**config.mk**
```make
export PLATFORM = sky130hd
export DESIGN_NAME = nic_cmd_status_regs
export DESIGN_NICKNAME = d
export VERILOG_FILES = /design/src/rtl/csr_pkg.sv /design/src/rtl/csr_evt_flags.sv /design/src/rtl/csr_cmd_slot.sv /design/src/rtl/csr_ptr_reg.sv /design/src/rtl/nic_cmd_status_regs.sv
export SDC_FILE = /design/constraint.sdc
export NUM_CORES = 1
export LEC_CHECK = 0
export BUFFER_PORTS_ARGS = -buffer_cell sky130_fd_sc_hd__buf_2
export CAP_MARGIN = 30
export CELL_PAD_IN_SITES_DETAIL_PLACEMENT = 0
export CELL_PAD_IN_SITES_GLOBAL_PLACEMENT = 2
export CORE_MARGIN = 4
export CORE_UTILIZATION = 25
export CTS_CLUSTER_DIAMETER = 120
export DETAILED_ROUTE_END_ITERATION = 16
export PLACE_DENSITY = 0.78
export SLEW_MARGIN = 0
export SYNTH_ARGS = -nofsm -noshare
export SYNTH_HDL_FRONTEND = slang
export SYNTH_SLANG_ARGS = --single-unit
```
**constraint.sdc**
```tcl
create_clock -name clk -period 1.45 [get_ports clk]
set_input_delay 0.29 -clock clk [delete_from_list [all_inputs] [get_ports clk]]
set_output_delay 0.29 -clock clk [all_outputs]
set_load 0.1 [all_outputs]
```
**src/rtl/csr_pkg.sv**
```systemverilog
// Package: shared constants for the command/status register block.
// Assumes a 32-bit host data path and the byte-lane layout of word 0.
package csr_pkg;
    localparam int HOST_W   = 32;
    localparam int PTR_W    = 32;
    localparam int FLAG_W   = 8;
    localparam int CU_W     = 4;
    localparam int RU_W     = 3;
    localparam int CUST_W   = 2;
    localparam int RUST_W   = 4;
    // Acknowledge mask for the status high byte (status bits 15:8 = 0xFD)
    localparam logic [FLAG_W-1:0] ACK_HI = 8'hFD;
    // Flag indices inside the status high byte
    localparam int F_CMD_DONE = 7;
    localparam int F_FRAME_RX = 6;
    localparam int F_CU_IDLE  = 5;
    localparam int F_RX_STALL = 4;
    localparam int F_MGMT     = 3;
    localparam int F_SWI      = 2;
    localparam int F_PAUSE    = 0;
    // Byte lanes of word 0
    localparam int LANE_ACK   = 1;
    localparam int LANE_CMD   = 2;
    localparam int LANE_ICTL  = 3;
endpackage

```
**src/rtl/csr_evt_flags.sv**
```systemverilog
// Sticky event flags with write-one-to-clear.
// What it does: holds one flag per implemented bit; a set request beats a
// clear request in the same cycle. Assumes set/clr are already restricted
// to the acknowledge mask; unimplemented bits read as zero.
module csr_evt_flags #(
    parameter int W = 8,
    parameter logic [W-1:0] IMPL = '1
) (
    input  logic         clk,
    input  logic         rst_n,
    input  logic [W-1:0] set_vec,
    input  logic [W-1:0] clr_vec,
    output logic [W-1:0] flags_q
);
    for (genvar i = 0; i < W; i++) begin : g_bit
        if (IMPL[i]) begin : g_impl
            // One flag: set has priority over clear
            always_ff @(posedge clk) begin
                if (!rst_n)          flags_q[i] <= 1'b0;
                else if (set_vec[i]) flags_q[i] <= 1'b1;
                else if (clr_vec[i]) flags_q[i] <= 1'b0;
            end
        end else begin : g_rsvd
            assign flags_q[i] = 1'b0 & (set_vec[i] | clr_vec[i]);
        end
    end
endmodule

```
**src/rtl/csr_cmd_slot.sv**
```systemverilog
// One pending-command slot for an internal unit.
// What it does: captures a nonzero code on load, offers it with a valid
// flag, and empties on accept. Assumes a load wins over a same-cycle accept.
module csr_cmd_slot #(
    parameter int W = 4
) (
    input  logic         clk,
    input  logic         rst_n,
    input  logic         load,
    input  logic [W-1:0] code_in,
    input  logic         accept,
    output logic [W-1:0] code_q,
    output logic         valid
);
    // Hold the code until the unit takes it
    always_ff @(posedge clk) begin
        if (!rst_n)                          code_q <= '0;
        else if (load && (code_in != '0))    code_q <= code_in;
        else if (accept)                     code_q <= '0;
    end

    // A slot is offered whenever it holds a nonzero code
    always_comb valid = (code_q != '0);
endmodule

```
**src/rtl/csr_ptr_reg.sv**
```systemverilog
// Byte-writable general pointer register.
// What it does: updates each byte whose enable is set on a write.
// Assumes BYTES*8 bits of write data.
module csr_ptr_reg #(
    parameter int BYTES = 4,
    localparam int W = BYTES * 8
) (
    input  logic             clk,
    input  logic             rst_n,
    input  logic             wr,
    input  logic [BYTES-1:0] be,
    input  logic [W-1:0]     wdata,
    output logic [W-1:0]     q
);
    for (genvar b = 0; b < BYTES; b++) begin : g_byte
        // One byte lane of the pointer
        always_ff @(posedge clk) begin
            if (!rst_n)             q[b*8 +: 8] <= 8'h00;
            else if (wr && be[b])   q[b*8 +: 8] <= wdata[b*8 +: 8];
        end
    end
endmodule

```
**src/rtl/nic_cmd_status_regs.sv**
```systemverilog
// Command/status interrupt register block (top).
// What it does: decodes host writes into flag acknowledges, command
// hand-off, interrupt control and pointer updates; assembles read data;
// drives the level interrupt. Assumes single-cycle event and accept pulses
// and a synchronous active-low reset.
module nic_cmd_status_regs
    import csr_pkg::*;
(
    input  logic              clk,
    input  logic              rst_n,
    input  logic              host_wr,
    input  logic              host_word,
    input  logic [3:0]        host_be,
    input  logic [HOST_W-1:0] host_wdata,
    output logic [HOST_W-1:0] host_rdata,
    input  logic              ev_cmd_done,
    input  logic              ev_frame_rx,
    input  logic              ev_cu_idle,
    input  logic              ev_rx_stall,
    input  logic              ev_mgmt_done,
    input  logic              ev_pause,
    input  logic [CUST_W-1:0] cu_state,
    input  logic [RUST_W-1:0] ru_state,
    output logic [CU_W-1:0]   cu_cmd_code,
    output logic              cu_cmd_valid,
    input  logic              cu_accept,
    output logic [RU_W-1:0]   ru_cmd_code,
    output logic              ru_cmd_valid,
    input  logic              ru_accept,
    output logic [PTR_W-1:0]  ptr_out,
    output logic              irq
);
    localparam int PTR_BYTES = PTR_W / 8;

    logic              wr_ctl, wr_ptr;
    logic [FLAG_W-1:0] set_vec, clr_vec, flags_hi;
    logic              swi_set, mask_q, cmd_load;

    // Split host writes by word
    always_comb begin
        wr_ctl = host_wr && !host_word;
        wr_ptr = host_wr &&  host_word;
    end

    // Software-interrupt request from the interrupt control byte
    always_comb swi_set = wr_ctl && host_be[LANE_ICTL] && host_wdata[25];

    // Collect event requests into status-high-byte order
    always_comb begin
        set_vec             = '0;
        set_vec[F_CMD_DONE] = ev_cmd_done;
        set_vec[F_FRAME_RX] = ev_frame_rx;
        set_vec[F_CU_IDLE]  = ev_cu_idle;
        set_vec[F_RX_STALL] = ev_rx_stall;
        set_vec[F_MGMT]     = ev_mgmt_done;
        set_vec[F_SWI]      = swi_set;
        set_vec[F_PAUSE]    = ev_pause;
        set_vec             = set_vec & ACK_HI;
    end

    // Write-one-to-clear requests from the acknowledge byte
    always_comb clr_vec = (wr_ctl && host_be[LANE_ACK]) ? (host_wdata[15:8] & ACK_HI) : '0;

    csr_evt_flags #(.W(FLAG_W), .IMPL(ACK_HI)) u_flags (
        .clk     (clk),
        .rst_n   (rst_n),
        .set_vec (set_vec),
        .clr_vec (clr_vec),
        .flags_q (flags_hi)
    );

    // Command byte write strobe
    always_comb cmd_load = wr_ctl && host_be[LANE_CMD];

    csr_cmd_slot #(.W(CU_W)) u_cu_slot (
        .clk     (clk),
        .rst_n   (rst_n),
        .load    (cmd_load),
        .code_in (host_wdata[23:20]),
        .accept  (cu_accept),
        .code_q  (cu_cmd_code),
        .valid   (cu_cmd_valid)
    );

    csr_cmd_slot #(.W(RU_W)) u_ru_slot (
        .clk     (clk),
        .rst_n   (rst_n),
        .load    (cmd_load),
        .code_in (host_wdata[18:16]),
        .accept  (ru_accept),
        .code_q  (ru_cmd_code),
        .valid   (ru_cmd_valid)
    );

    // Interrupt mask bit from the interrupt control byte
    always_ff @(posedge clk) begin
        if (!rst_n)                              mask_q <= 1'b0;
        else if (wr_ctl && host_be[LANE_ICTL])   mask_q <= host_wdata[24];
    end

    csr_ptr_reg #(.BYTES(PTR_BYTES)) u_ptr (
        .clk   (clk),
        .rst_n (rst_n),
        .wr    (wr_ptr),
        .be    (host_be[PTR_BYTES-1:0]),
        .wdata (host_wdata[PTR_W-1:0]),
        .q     (ptr_out)
    );

    // Read data of the selected word
    always_comb begin
        if (host_word)
            host_rdata = ptr_out;
        else
            host_rdata = {6'b0, 1'b0, mask_q,
                          cu_cmd_code, 1'b0, ru_cmd_code,
                          flags_hi,
                          cu_state, ru_state, 2'b00};
    end

    // Level interrupt: any flag while unmasked
    always_comb irq = !mask_q && (flags_hi != '0);
endmodule

```
* Word level (Yosys, flattened, before mapping)
Index checks and enable logic that the tools add are counted.
** Word-level totals
- Register bits :: 47
- Output and inout port bits :: 74
** Operators by class
- Muxes and demuxes :: 20
- Reduce and logical (&&, ||, !) cells :: 29
** Operator list (number)
- 32-bit 2-to-1 mux :: 1
- 2-bit nonzero test :: 9
- 1-bit 2-to-1 mux :: 14
- 1-bit logical AND :: 13
- 4-bit 2-to-1 mux :: 2
- 8-bit 2-to-1 mux :: 1
- 4-bit nonzero test :: 2
- 8-bit nonzero test :: 1
- 3-bit 2-to-1 mux :: 2
- 3-bit nonzero test :: 2
- 1-bit zero test :: 2

* Logic depth before layout (Yosys ltp)
- Word-level depth :: 6
- Mapped depth :: 5
- Gate-level depth less buffers :: 3

* Cells and area by module
Synthesis repeated with hierarchy kept, for this count alone.
** Second synthesis, totals
- Cell total of the unflattened synthesis :: 263
- Area, all modules :: 2565.0 sq um
** By module, submodules not included
- csr_ptr_reg :: cells an instance 151, area each 1426.4 sq um, times used 1
- nic_cmd_status_regs :: cells an instance 57, area each 570.5 sq um, times used 1
- csr_evt_flags :: cells an instance 23, area each 247.7 sq um, times used 1
- csr_cmd_slot (u_cu_slot) :: cells an instance 19, area each 172.7 sq um, times used 1
- csr_cmd_slot (u_ru_slot) :: cells an instance 13, area each 147.6 sq um, times used 1

* Worst setup path after synthesis
OpenSTA, ideal clock, no wires.
- Path type :: register to output
- From :: reg u_flags.flags_q[6]
- To :: out irq
- Arrival time :: 1854 ps
- Required time :: 1160 ps
- Setup slack :: -694 ps
- Stages on the path, launching flop included :: 3
- Path buffers :: 0
- Path through :: dfxtp_1 -> nor3_1 -> a21oi_1
** On the way
- Longest elaborated chain between the ends :: 2
** Ends and longest elaborated chain
- from (decl) :: RTL line csr_evt_flags.sv:13 : output logic [W-1:0] flags_q
- from (signal, indexed assignment) :: RTL line csr_evt_flags.sv:19 : if (!rst_n) flags_q[i] <= 1'b0;
- from (signal, indexed assignment) :: RTL line csr_evt_flags.sv:20 : else if (set_vec[i]) flags_q[i] <= 1'b1;
- from (signal, indexed assignment) :: RTL line csr_evt_flags.sv:21 : else if (clr_vec[i]) flags_q[i] <= 1'b0;
- 8-bit nonzero test :: RTL line nic_cmd_status_regs.sv:122 : always_comb irq = !mask_q && (flags_hi != '0);
- 1-bit logical AND :: RTL line nic_cmd_status_regs.sv:122
- to (decl) :: RTL line nic_cmd_status_regs.sv:31 : output logic irq
Every way passes these cells.

* Worst setup path in the final report
- From :: reg u_cu_slot.code_q[3]
- To :: out cu_cmd_valid
** On the way
- Longest elaborated chain between the ends :: 1
** Ends and longest elaborated chain
- from (decl) :: RTL line csr_cmd_slot.sv:12 : output logic [W-1:0] code_q,
- from (signal assigned) :: RTL line csr_cmd_slot.sv:18 : else if (load && (code_in != '0)) code_q <= code_in;
- 4-bit nonzero test :: RTL line csr_cmd_slot.sv:23 : always_comb valid = (code_q != '0);
- to (decl) :: RTL line nic_cmd_status_regs.sv:25 : output logic cu_cmd_valid,
Every way passes these cells.

==> impl_metrics.csv <==
group,metric,value,unit
final_layout,n_antenna_cell,0,
die,die-area,10600,µm²
grt,grt_pass1_vias,2182,
critical_path,worstPathMaxFanout,2,
sta,fmax,0.595,GHz
run,drv_cap,0,
critical_path,critical_path_required,1.16,ns
routing,firstDrtPassIters,5,
hold_path,holdCritStartpoint,"host_wdata[13]",
clocking,cts.sinks,47,
sta,setup_ws,-0.231,ns
die,die_height,103,µm
final_layout,fin_nets,411,
synthesis,yosysTopAreaCell,"dfxtp_1",
place,dp_hpwl,5450,µm
critical_path,worstPathArrival,1.39,ns
place,io_buffers,127,
final_layout,post-route-util,0.455,
synthesis,synth_nets,275,
synthesis,ys_seq_elements,47,
hold_path,hold_depth,2,
final_layout,layoutNonFillerInstCount,466,
critical_path,startpoint_type,"flop",
hold_path,hold_class,"input port to flop",
grt,grt-ovfl-total,0,
critical_path,r2r-end,"u_cu_slot.code_q[3]",
die,start_util,0.258,
power_and_ir_drop,power.leakage,1.99,nW
grt,antenna_found_initial,1,
synthesis,synth.avg_cell_area,10.2,µm²
sta,rsz0062_at_grt,"true",
routing,antenna_left,0,
sta,hold_viol,0,
sta,post-route-period-util,1.16,
place,routabilityCongestion,0.734,
sta,relSlewSlack,0.674,
place,dp_cells,456,
clocking,cts_buffer_depth,2,
clocking,holdBufCountCts,0,
run_status,status,"finished with violations",
power_and_ir_drop,fin_total_pwr,3.46,mW
synthesis,netlist_instances,221,
die,die_w,103,µm
synthesis,synthesis.area,2260,µm²
sta,tightestPinTransition,0.493,ns
clocking,cts_root_buf,"clkbuf_8",
grt,grt_start_max_net_pins,24,
die,core-area,8760,µm²
clocking,clkTransAtPathRegs,0.10,ns
routing,drc_errors,0,
hold_path,hold-path-endpoint,"u_flags.flags_q[5]",
synthesis,synth-edff-count,0,
grt,grt_pass1_wl,10900,µm
routing,avgRoutedWirePerCell,15.1,µm
power_and_ir_drop,power_density,868,nW/µm²
sta,skew,0,ns
sta,drv_slew,0,
sta,finalSetupViolCount,5,
die,rows,34,
final_layout,syn_to_final_growth,76.2,%
synthesis,ys_seq_area_frac,0.416,
routing,routed_wl,7030,µm
critical_path,regToRegStartpoint,"u_cu_slot.code_q[3]",
sta,period_needed,1.68,ns
critical_path,r2r_slack,0.67,ns
synthesis,synth.top_cells.by_area,"dfxtp_1 42%, mux2i_1 15%, mux2_2 10%",
clocking,cts.htree.levels,2,
clocking,clk_latency,0.30,ns
routing,post_drt_via_cell_ratio,4.51,
synthesis,ys_types,26,
synthesis,yosys_warnings,0,
routing,vias,2100,
synthesis,synthFlopType,"dfxtp_1",
die,pin_count,128,
grt,grt_use_total,0.131,
final_layout,drive_above_1_share,0.656,
synthesis,async_flop_share,0,
critical_path,cp-end-kind,"primary output",
run_status,violations,"negative setup slack",
synthesis,synth_top_area_share,0.416,
clocking,numCtsBuffers,5,
power_and_ir_drop,worst_ir_drop_vdd,396,µV
routing,drt_iter0_drc,35,
critical_path,path_class,"flop to primary output",
critical_path,rr_worst_depth,3,
clocking,cts_tree,"done",
-- cell usage after synthesis, types with 7 or more instances --
cell,count
mux2_2,21
o22ai_1,7
mux2i_1,33
nand2_1,9
nor2_1,7
nor2b_1,33
and2_1,11
dfxtp_1,47
nand3b_1,8
-- critical path, stage by stage, from the launching register on --
cell	delay [ns]
dfxtp_4	0.35
or4_4	0.55
buf_8	0.19
-- cell usage in the layout, fill, tap and decap left out, types with 3 or more instances in the layout --
master,netlist,final
buf_4,3,10
a31oi_1,6,6
dfxtp_2,0,40
and2_4,0,11
nand3_4,3,3
nor2_1,7,7
clkbuf_8,0,5
o22ai_1,7,7
inv_1,6,6
mux2_4,0,21
dfxtp_4,0,4
dfxtp_1,47,3
mux2i_1,33,33
nor2b_1,33,33
nand3b_1,8,8
buf_2,1,88
o21ai_0,6,6
nand2_1,9,9
buf_12,0,39
-- worst max path at each step --
| stage | startpoint | endpoint | slack [ns] | cells after the start |
|---|---|---|---|---|
| 2_1_floorplan | u_flags.flags_q[2] | irq | -0.12 | 2 |
| 3_3_place_gp | u_cu_slot.code_q[3] | cu_cmd_valid | 0.008 | 2 |
| 3_5_place_dp | u_cu_slot.code_q[3] | cu_cmd_valid | 0.009 | 2 |
| 4_1_cts | u_cu_slot.code_q[3] | cu_cmd_valid | -0.24 | 2 |
| 5_1_grt | u_cu_slot.code_q[3] | cu_cmd_valid | -0.27 | 2 |
| 6_report | u_cu_slot.code_q[3] | cu_cmd_valid | -0.23 | 2 |
-- power breakdown --
part	switching (mW)	internal, mW	leakage [nW]
logic	0.808	0.436	1.53
clock network	0.482	0.347	0.0486
registers	0.0439	1.34	0.404
-- sequential cells by signal, indices dropped and copies added (netlist names) --
name	count
mask_q	1
u_cu_slot.code_q	4
u_flags.flags_q	7
u_ptr.q	32
u_ru_slot.code_q	3
-- per-layer routing --
layer / share of wire / track usage
met1: 0.43 / 0.163
met2: 0.47 / 0.221
met3: 0.088 / 0.0419
met4: 0.0091 / 0.0299
met5: 0.0019 / 0
-- metrics by stage --
step | worst slack, ns | setup TNS (ns) | area, µm² | hold slack, ns
detailed placement | 0.00912 | 0 | 3760 | 0.501
global placement | 0.00841 | 0 | 3760 | 0.498
floorplan | -0.121 | -0.230 | 2430 | 0.391
global route | -0.266 | -0.730 | 3980 | 0.169
finish | -0.231 | -0.506 | 3980 | 0.176
CTS | -0.239 | -0.592 | 3920 | 0.162
-- cell type report --
type / instances / area (µm²)
fillers: 860 / 4780
repair buffers: 142 / 1380
multi-input cells: 155 / 1350
flip-flops and latches: 47 / 1010
well taps: 108 / 135
clock buffers: 5 / 68.8
clock inverters: 3 / 23.8
inverters: 6 / 22.5
-- cell families after synthesis --
kind of cell | after synthesis | synth area share
simple gates | 79 | 0.229
mux | 54 | 0.251
flops | 47 | 0.416
compound gates | 22 | 0.0570
buf+inv | 19 | 0.0470
-- repair_timing --
action / CTS / global route
gates resized for setup: 18 / 8
endpoints found under the setup margin: 7 / 10
cloned: 0 / 2
pin swaps: 3 / 0
setup buffers: 0 / 1
Power figures use the tool's default switching activity.
